## src/rtl/wsg_pkg.sv

```systemverilog
package wsg_pkg;
  typedef enum logic {ST_IDLE = 1'b0, ST_RUN = 1'b1} run_st_e;
endpackage

```

## src/rtl/wsg_beat_ctrl.sv

```systemverilog
module wsg_beat_ctrl
  import wsg_pkg::*;
#(
  parameter int LEN_W     = 16,
  parameter int OFS_W     = 3,
  parameter int MAX_BEATS = 4
) (
  input  logic             clk_i,
  input  logic             rst_ni,
  input  logic             start_i,
  input  logic [LEN_W-1:0] len_m1_i,
  input  logic             beat_i,
  output logic             busy_o,
  output logic             final_o,
  output logic             burst_end_o,
  output logic [OFS_W-1:0] tail_o
);
  localparam int CNT_W   = LEN_W - OFS_W;
  localparam int BURST_W = (MAX_BEATS > 1) ? $clog2(MAX_BEATS) : 1;

  run_st_e            st_q;
  logic [CNT_W-1:0]   left_q;   // beats remaining after the current one
  logic [BURST_W-1:0] bcnt_q;   // position inside current burst
  logic [OFS_W-1:0]   tail_q;

  assign busy_o      = (st_q == ST_RUN);
  assign final_o     = busy_o && (left_q == '0);
  assign burst_end_o = (bcnt_q == BURST_W'(MAX_BEATS - 1));
  assign tail_o      = tail_q;

  always_ff @(posedge clk_i or negedge rst_ni) begin
    if (!rst_ni) begin
      st_q   <= ST_IDLE;
      left_q <= '0;
      bcnt_q <= '0;
      tail_q <= '0;
    end else if (start_i && !busy_o) begin
      st_q   <= ST_RUN;
      left_q <= len_m1_i[LEN_W-1:OFS_W];
      bcnt_q <= '0;
      tail_q <= len_m1_i[OFS_W-1:0];
    end else if (beat_i && busy_o) begin
      if (final_o) begin
        st_q <= ST_IDLE;
      end else begin
        left_q <= left_q - CNT_W'(1);
      end
      bcnt_q <= burst_end_o ? '0 : bcnt_q + BURST_W'(1);
    end
  end
endmodule

```

## src/rtl/wsg_strb_enc.sv

```systemverilog
module wsg_strb_enc #(
  parameter int STRB_W = 8,
  parameter int OFS_W  = 3
) (
  input  logic              final_i,
  input  logic [OFS_W-1:0]  tail_i,
  output logic [STRB_W-1:0] strb_o
);
  // lane i enabled unless on final beat and beyond tail byte
  for (genvar i = 0; i < STRB_W; i++) begin : g_lane
    assign strb_o[i] = ~final_i | (OFS_W'(i) <= tail_i);
  end
endmodule

```

## src/rtl/wstrb_tail_gen.sv

```systemverilog
module wstrb_tail_gen #(
  parameter int DATA_W    = 64,
  parameter int LEN_W     = 16,
  parameter int MAX_BEATS = 4
) (
  input  logic                clk_i,
  input  logic                rst_ni,
  input  logic                req_valid_i,
  output logic                req_ready_o,
  input  logic [LEN_W-1:0]    req_len_m1_i,
  input  logic                src_valid_i,
  output logic                src_ready_o,
  input  logic [DATA_W-1:0]   src_data_i,
  output logic                wvalid_o,
  input  logic                wready_i,
  output logic [DATA_W-1:0]   wdata_o,
  output logic [DATA_W/8-1:0] wstrb_o,
  output logic                wlast_o
);
  localparam int STRB_W = DATA_W / 8;
  localparam int OFS_W  = $clog2(STRB_W);

  logic             busy, fin, burst_end, beat;
  logic [OFS_W-1:0] tail;

  assign req_ready_o = ~busy;
  assign wvalid_o    = busy & src_valid_i;
  assign src_ready_o = busy & wready_i;
  assign wdata_o     = src_data_i;
  assign beat        = wvalid_o & wready_i;
  assign wlast_o     = busy & (fin | burst_end);

  wsg_beat_ctrl #(
    .LEN_W(LEN_W), .OFS_W(OFS_W), .MAX_BEATS(MAX_BEATS)
  ) u_ctrl (
    .clk_i(clk_i), .rst_ni(rst_ni),
    .start_i(req_valid_i), .len_m1_i(req_len_m1_i),
    .beat_i(beat), .busy_o(busy), .final_o(fin),
    .burst_end_o(burst_end), .tail_o(tail)
  );

  wsg_strb_enc #(
    .STRB_W(STRB_W), .OFS_W(OFS_W)
  ) u_enc (
    .final_i(fin), .tail_i(tail), .strb_o(wstrb_o)
  );
endmodule

```

## config.mk

```make
export PLATFORM = sky130hd
export DESIGN_NAME = wstrb_tail_gen
export DESIGN_NICKNAME = d
export VERILOG_FILES = /design/src/rtl/wsg_pkg.sv /design/src/rtl/wsg_beat_ctrl.sv /design/src/rtl/wsg_strb_enc.sv /design/src/rtl/wstrb_tail_gen.sv
export SDC_FILE = /design/constraint.sdc
export NUM_CORES = 1
export LEC_CHECK = 0
export BUFFER_PORTS_ARGS = -buffer_cell sky130_fd_sc_hd__buf_2
export CAP_MARGIN = 30
export CORE_ASPECT_RATIO = 0.9
export CORE_UTILIZATION = 37
export CTS_CLUSTER_DIAMETER = 40
export CTS_CLUSTER_SIZE = 24
export DETAILED_ROUTE_END_ITERATION = 12
export PLACE_DENSITY = 0.8
export SYNTH_ARGS = -nofsm -noshare
export SYNTH_HDL_FRONTEND = slang
export SYNTH_HIERARCHICAL = 1
export SYNTH_SLANG_ARGS = --single-unit
```

## constraint.sdc

```tcl
create_clock -name clk_i -period 2.9 [get_ports clk_i]
set_input_delay 0.145 -clock clk_i [delete_from_list [all_inputs] [get_ports clk_i]]
set_output_delay 0.145 -clock clk_i [all_outputs]
set_load 0.02 [all_outputs]
```

==> results by group <==
Synth
  • Post-synth EDFFs: 0
  • Most used DFF post-synth: dfrtp_1
  • Mapped Avg Cell Area: 8.39 sq um
  • Post-synthesis mux area share: 1.22%
  • Main combinational cell family by area after synthesis: buffers and inverters
  • Mapped Nets: 295
  • Synth async-reset ratio: 100%
  • Adder-Cell Fraction of Synth Area: 2.16%
  • Yosys warns: 6
  • XOR/XNOR share of the synthesized area: 0%
  • Synth unique cells: 44
  • Fraction of the mapped netlist area in simple logic gates: 19.5%
  • Cell area after synthesis: 0.00174 sq mm
  • FF+latch count, synth: 19
  • Synth Instances: 207
  • Sequential share of the synthesized area: 27.4%
  • Post-synthesis compound-gate area fraction: 17.5%

Cells and area
  • Nets: 262
  • Reg area: 475 sq um
  • Share of layout cells above drive strength 1: 30.6%
  • Final core occ: 33.7%
  • # fillers: 485
  • Multi-input logic area: 711 sq um
  • Post-Layout Inst Area: 0.00151 sq mm
  • Synth-to-Final Area Change: -12.9%
  • # diodes: 0

CTS
  • Post-CTS Repair Setup Buffers: 0
  • TritonCTS clock tree: built
  • Root Buffer: clkbuf_8
  • H-Tree Depth: 1
  • Clock Pin Slew Worst Setup and Hold Paths: 0.08 ns
  • CTS Buffer Depth: 2
  • CTS sink cnt: 19
  • Number of buffers created by CTS: 3
  • Clk Latency, worst-skew pair: 0.26 ns

Power and ir drop
  • Sw Share: 37.7%
  • Pwr Density: 677 mW/mm^2
  • Sequential share of power: 46.3%
  • P_int: 638 uW
  • Max IR drop VDD: 0.318 mV
  • Switch Pwr: 385 uW
  • P_leak: 0.636 nW
  • Clock power frac: 18.8%
  • Comb pwr share: 34.9%

Global routing
  • First-pass GRT wire length: 5260 microns
  • GRT overflow: 0
  • Initial antenna violation count: 0
  • Global-route usage over all layers: 13.8%
  • Largest net degree at the start of global routing: 33
  • Vias in the first global route: 1119

Timing
  • Final min period: 2.79 ns
  • Fin Clk Skew: 0.00831 ns
  • Final Hold Viols: 0
  • Final setup vio count: 0
  • Max-slew violations: 0
  • FMAX: 358 MHz
  • Tcrit/Tclk final: 96.2%
  • Worst hold margin: 0.0672 ns
  • RSZ-0062 raised after global routing: false
  • Setup TNS: 0 ns
  • Final worst slack: 0.109 ns

Critical path
  • Crit path max-delay family: simple AND/OR/NAND/NOR gates
  • RR Startpoint: u_ctrl/left_q[10]
  • WP buf/inv: 1
  • Critical Path RT: 2.76 ns
  • R2R Setup Slk: 0.53 ns
  • CP cell instances: or4_1, or4b_4, nor2_2, nand2b_4, or3_1, buf_2
  • Critical Path AT: 2.65 ns
  • Crit start category: register
  • Worst Path Max Fanout: 12
  • Crit path max-delay cell type: or4b_4
  • R2R cell count: 4
  • Crit. End Element: output port
  • Crit Path Class: reg2out
  • Critical R2R Capture: u_ctrl/left_q[1]
  • Largest stage delay, worst path: 0.64 ns

Run status
  • Status: finished, final reports clean

Detailed routing
  • 1st-pass router iterations: 4
  • Vias per inst: 5.20
  • Drt drc: 0
  • Final ANT Viol Nets: 0
  • Drt wl/cell: 13.7 microns
  • Vias: 1223
  • WL final: 3220 microns
  • Initial drt markers: 50

Hold path
  • Hold/Removal Path Class: in2reg
  • Hold path start: req_len_m1_i[1]
  • WHS Endpoint: u_ctrl/tail_o[1]
  • Cell count of the worst hold path: 3

Place
  • RePlAce Congestion: 0.852
  • DPL Wire Length: 2350 microns
  • Area post-placement: 0.00145 sq mm
  • Place WS: 0.325 ns
  • Port Buffer Count: 31

Floorplanning
  • Die Y: 67.0 microns
  • Die outline width: 74.2 microns
  • Row count: 23
  • CORE AREA: 0.00449 sq mm
  • I/O pin count: 161
  • Starting Density: 38.7%
  • Die ar.: 0.00497 sq mm

Job
  • Max Cap Viol: 0
logic make-up (layout without fill, tap and decap cells):
kind of cell               Yosys count  in the layout
other                                1              1
and+or+nand+nor                     65             65
adders and majority gates            3              3
buffers and inverters               77             43
AOI/OAI and AO/OA                   40             40
DFF                                 19             19
muxes                                2              2
final cells by class:
class | count | share of cell area [%]
clock buffer | 3 | 2.73
clock inverter | 1 | 0.331
inverter | 4 | 0.993
multi-input combinational | 111 | 47.0
sequential | 19 | 31.4
tap | 62 | 5.13
timing repair buffer | 35 | 12.4
routing by layer:
| layer | vias to the layer above | GRT usage, % | wire length, microns |
|---|---|---|---|
| li1 | 582 | - | - |
| met1 | 582 | 19.6 | 1500 |
| met3 | 7 | 3.18 | 248 |
| met2 | 52 | 19.4 | 1440 |
| met5 | - | 0 | 0 |
| met4 | 0 | 6.37 | 32 |
synthesized netlist by cell type (2+ instances only):
| cell type | count | area share, % |
|---|---|---|
| a21oi_1 | 6 | 1.7 |
| a22oi_1 | 4 | 1.7 |
| a31oi_1 | 9 | 3.2 |
| and2_2 | 3 | 1.3 |
| buf_4 | 65 | 28 |
| buf_6 | 3 | 1.9 |
| clkbuf_1 | 5 | 1.1 |
| dfrtp_1 | 19 | 27 |
| ha_1 | 3 | 2.2 |
| inv_1 | 4 | 0.86 |
| nand2_1 | 16 | 3.5 |
| nand2b_1 | 2 | 0.72 |
| nand4_1 | 2 | 0.72 |
| nor2_1 | 19 | 4.1 |
| nor3_1 | 8 | 2.3 |
| o21ai_0 | 3 | 0.86 |
| o2bb2ai_1 | 7 | 3.5 |
| or3_1 | 3 | 1.1 |
through the flow:
step / std cells / power [mW]
6_report: 235 / 1.02
2_1_floorplan: 207 / 0.874
3_3_place_gp: 230 / 0.814
5_1_grt: 235 / 1.11
4_1_cts: 235 / 1.02
3_5_place_dp: 230 / 0.832
flip-flops by register name (all words and copies together), names as in the netlist:
signal,flops
u_ctrl/left_q,13
u_ctrl/busy_o,1
u_ctrl/tail_o,3
u_ctrl/bcnt_q,2
worst max-delay path by stage:
stage | end | cells after the start | slack, ns | startpoint
after detailed placement | wstrb_o[1] | 6 | 0.32 | u_ctrl/left_q[10]
after global routing | wstrb_o[1] | 6 | 0.01 | u_ctrl/left_q[10]
after global placement | wstrb_o[1] | 6 | 0.38 | u_ctrl/left_q[10]
final | wstrb_o[1] | 6 | 0.11 | u_ctrl/left_q[10]
after floorplan | wstrb_o[1] | 7 | 0.20 | u_ctrl/left_q[5]
after CTS | wstrb_o[1] | 6 | 0.03 | u_ctrl/left_q[10]
power by group through the flow:
| stage | combinational, mW | sequential (mW) | clock (mW) |
|---|---|---|---|
| finish | 0.358 | 0.474 | 0.192 |
| global route | 0.407 | 0.495 | 0.205 |
| CTS | 0.357 | 0.472 | 0.194 |
| detailed placement | 0.355 | 0.477 | 0 |
| global placement | 0.347 | 0.468 | 0 |
| floorplan | 0.426 | 0.448 | 0 |
cell usage in the layout, fill, tap and decap left out, types with 2 or more instances in the layout:
master	count
buf_2	31
dfrtp_1	19
nor2_1	18
nand2_1	16
a31oi_1	9
nor3_1	8
o2bb2ai_1	7
a21oi_1	6
inv_1	4
a22oi_1	4
and2_2	3
clkbuf_8	3
buf_4	3
o21ai_0	3
or3_1	3
ha_1	3
nand2b_1	2
nand4_1	2
worst register-to-register path, cell delays in order (launching register included):
cell and delay [ns]:
dfrtp_1 0.41, or4_1 0.59, or4b_4 0.64, a21oi_4 0.26, mux2_2 0.36
timing repair:
item,in CTS,in global routing
endpoints found under the hold margin,19,0
hold buffers,1,0
setup endpoints to repair,0,2
gates resized for setup,0,1
Note: power is estimated with default switching activity, not from simulation.
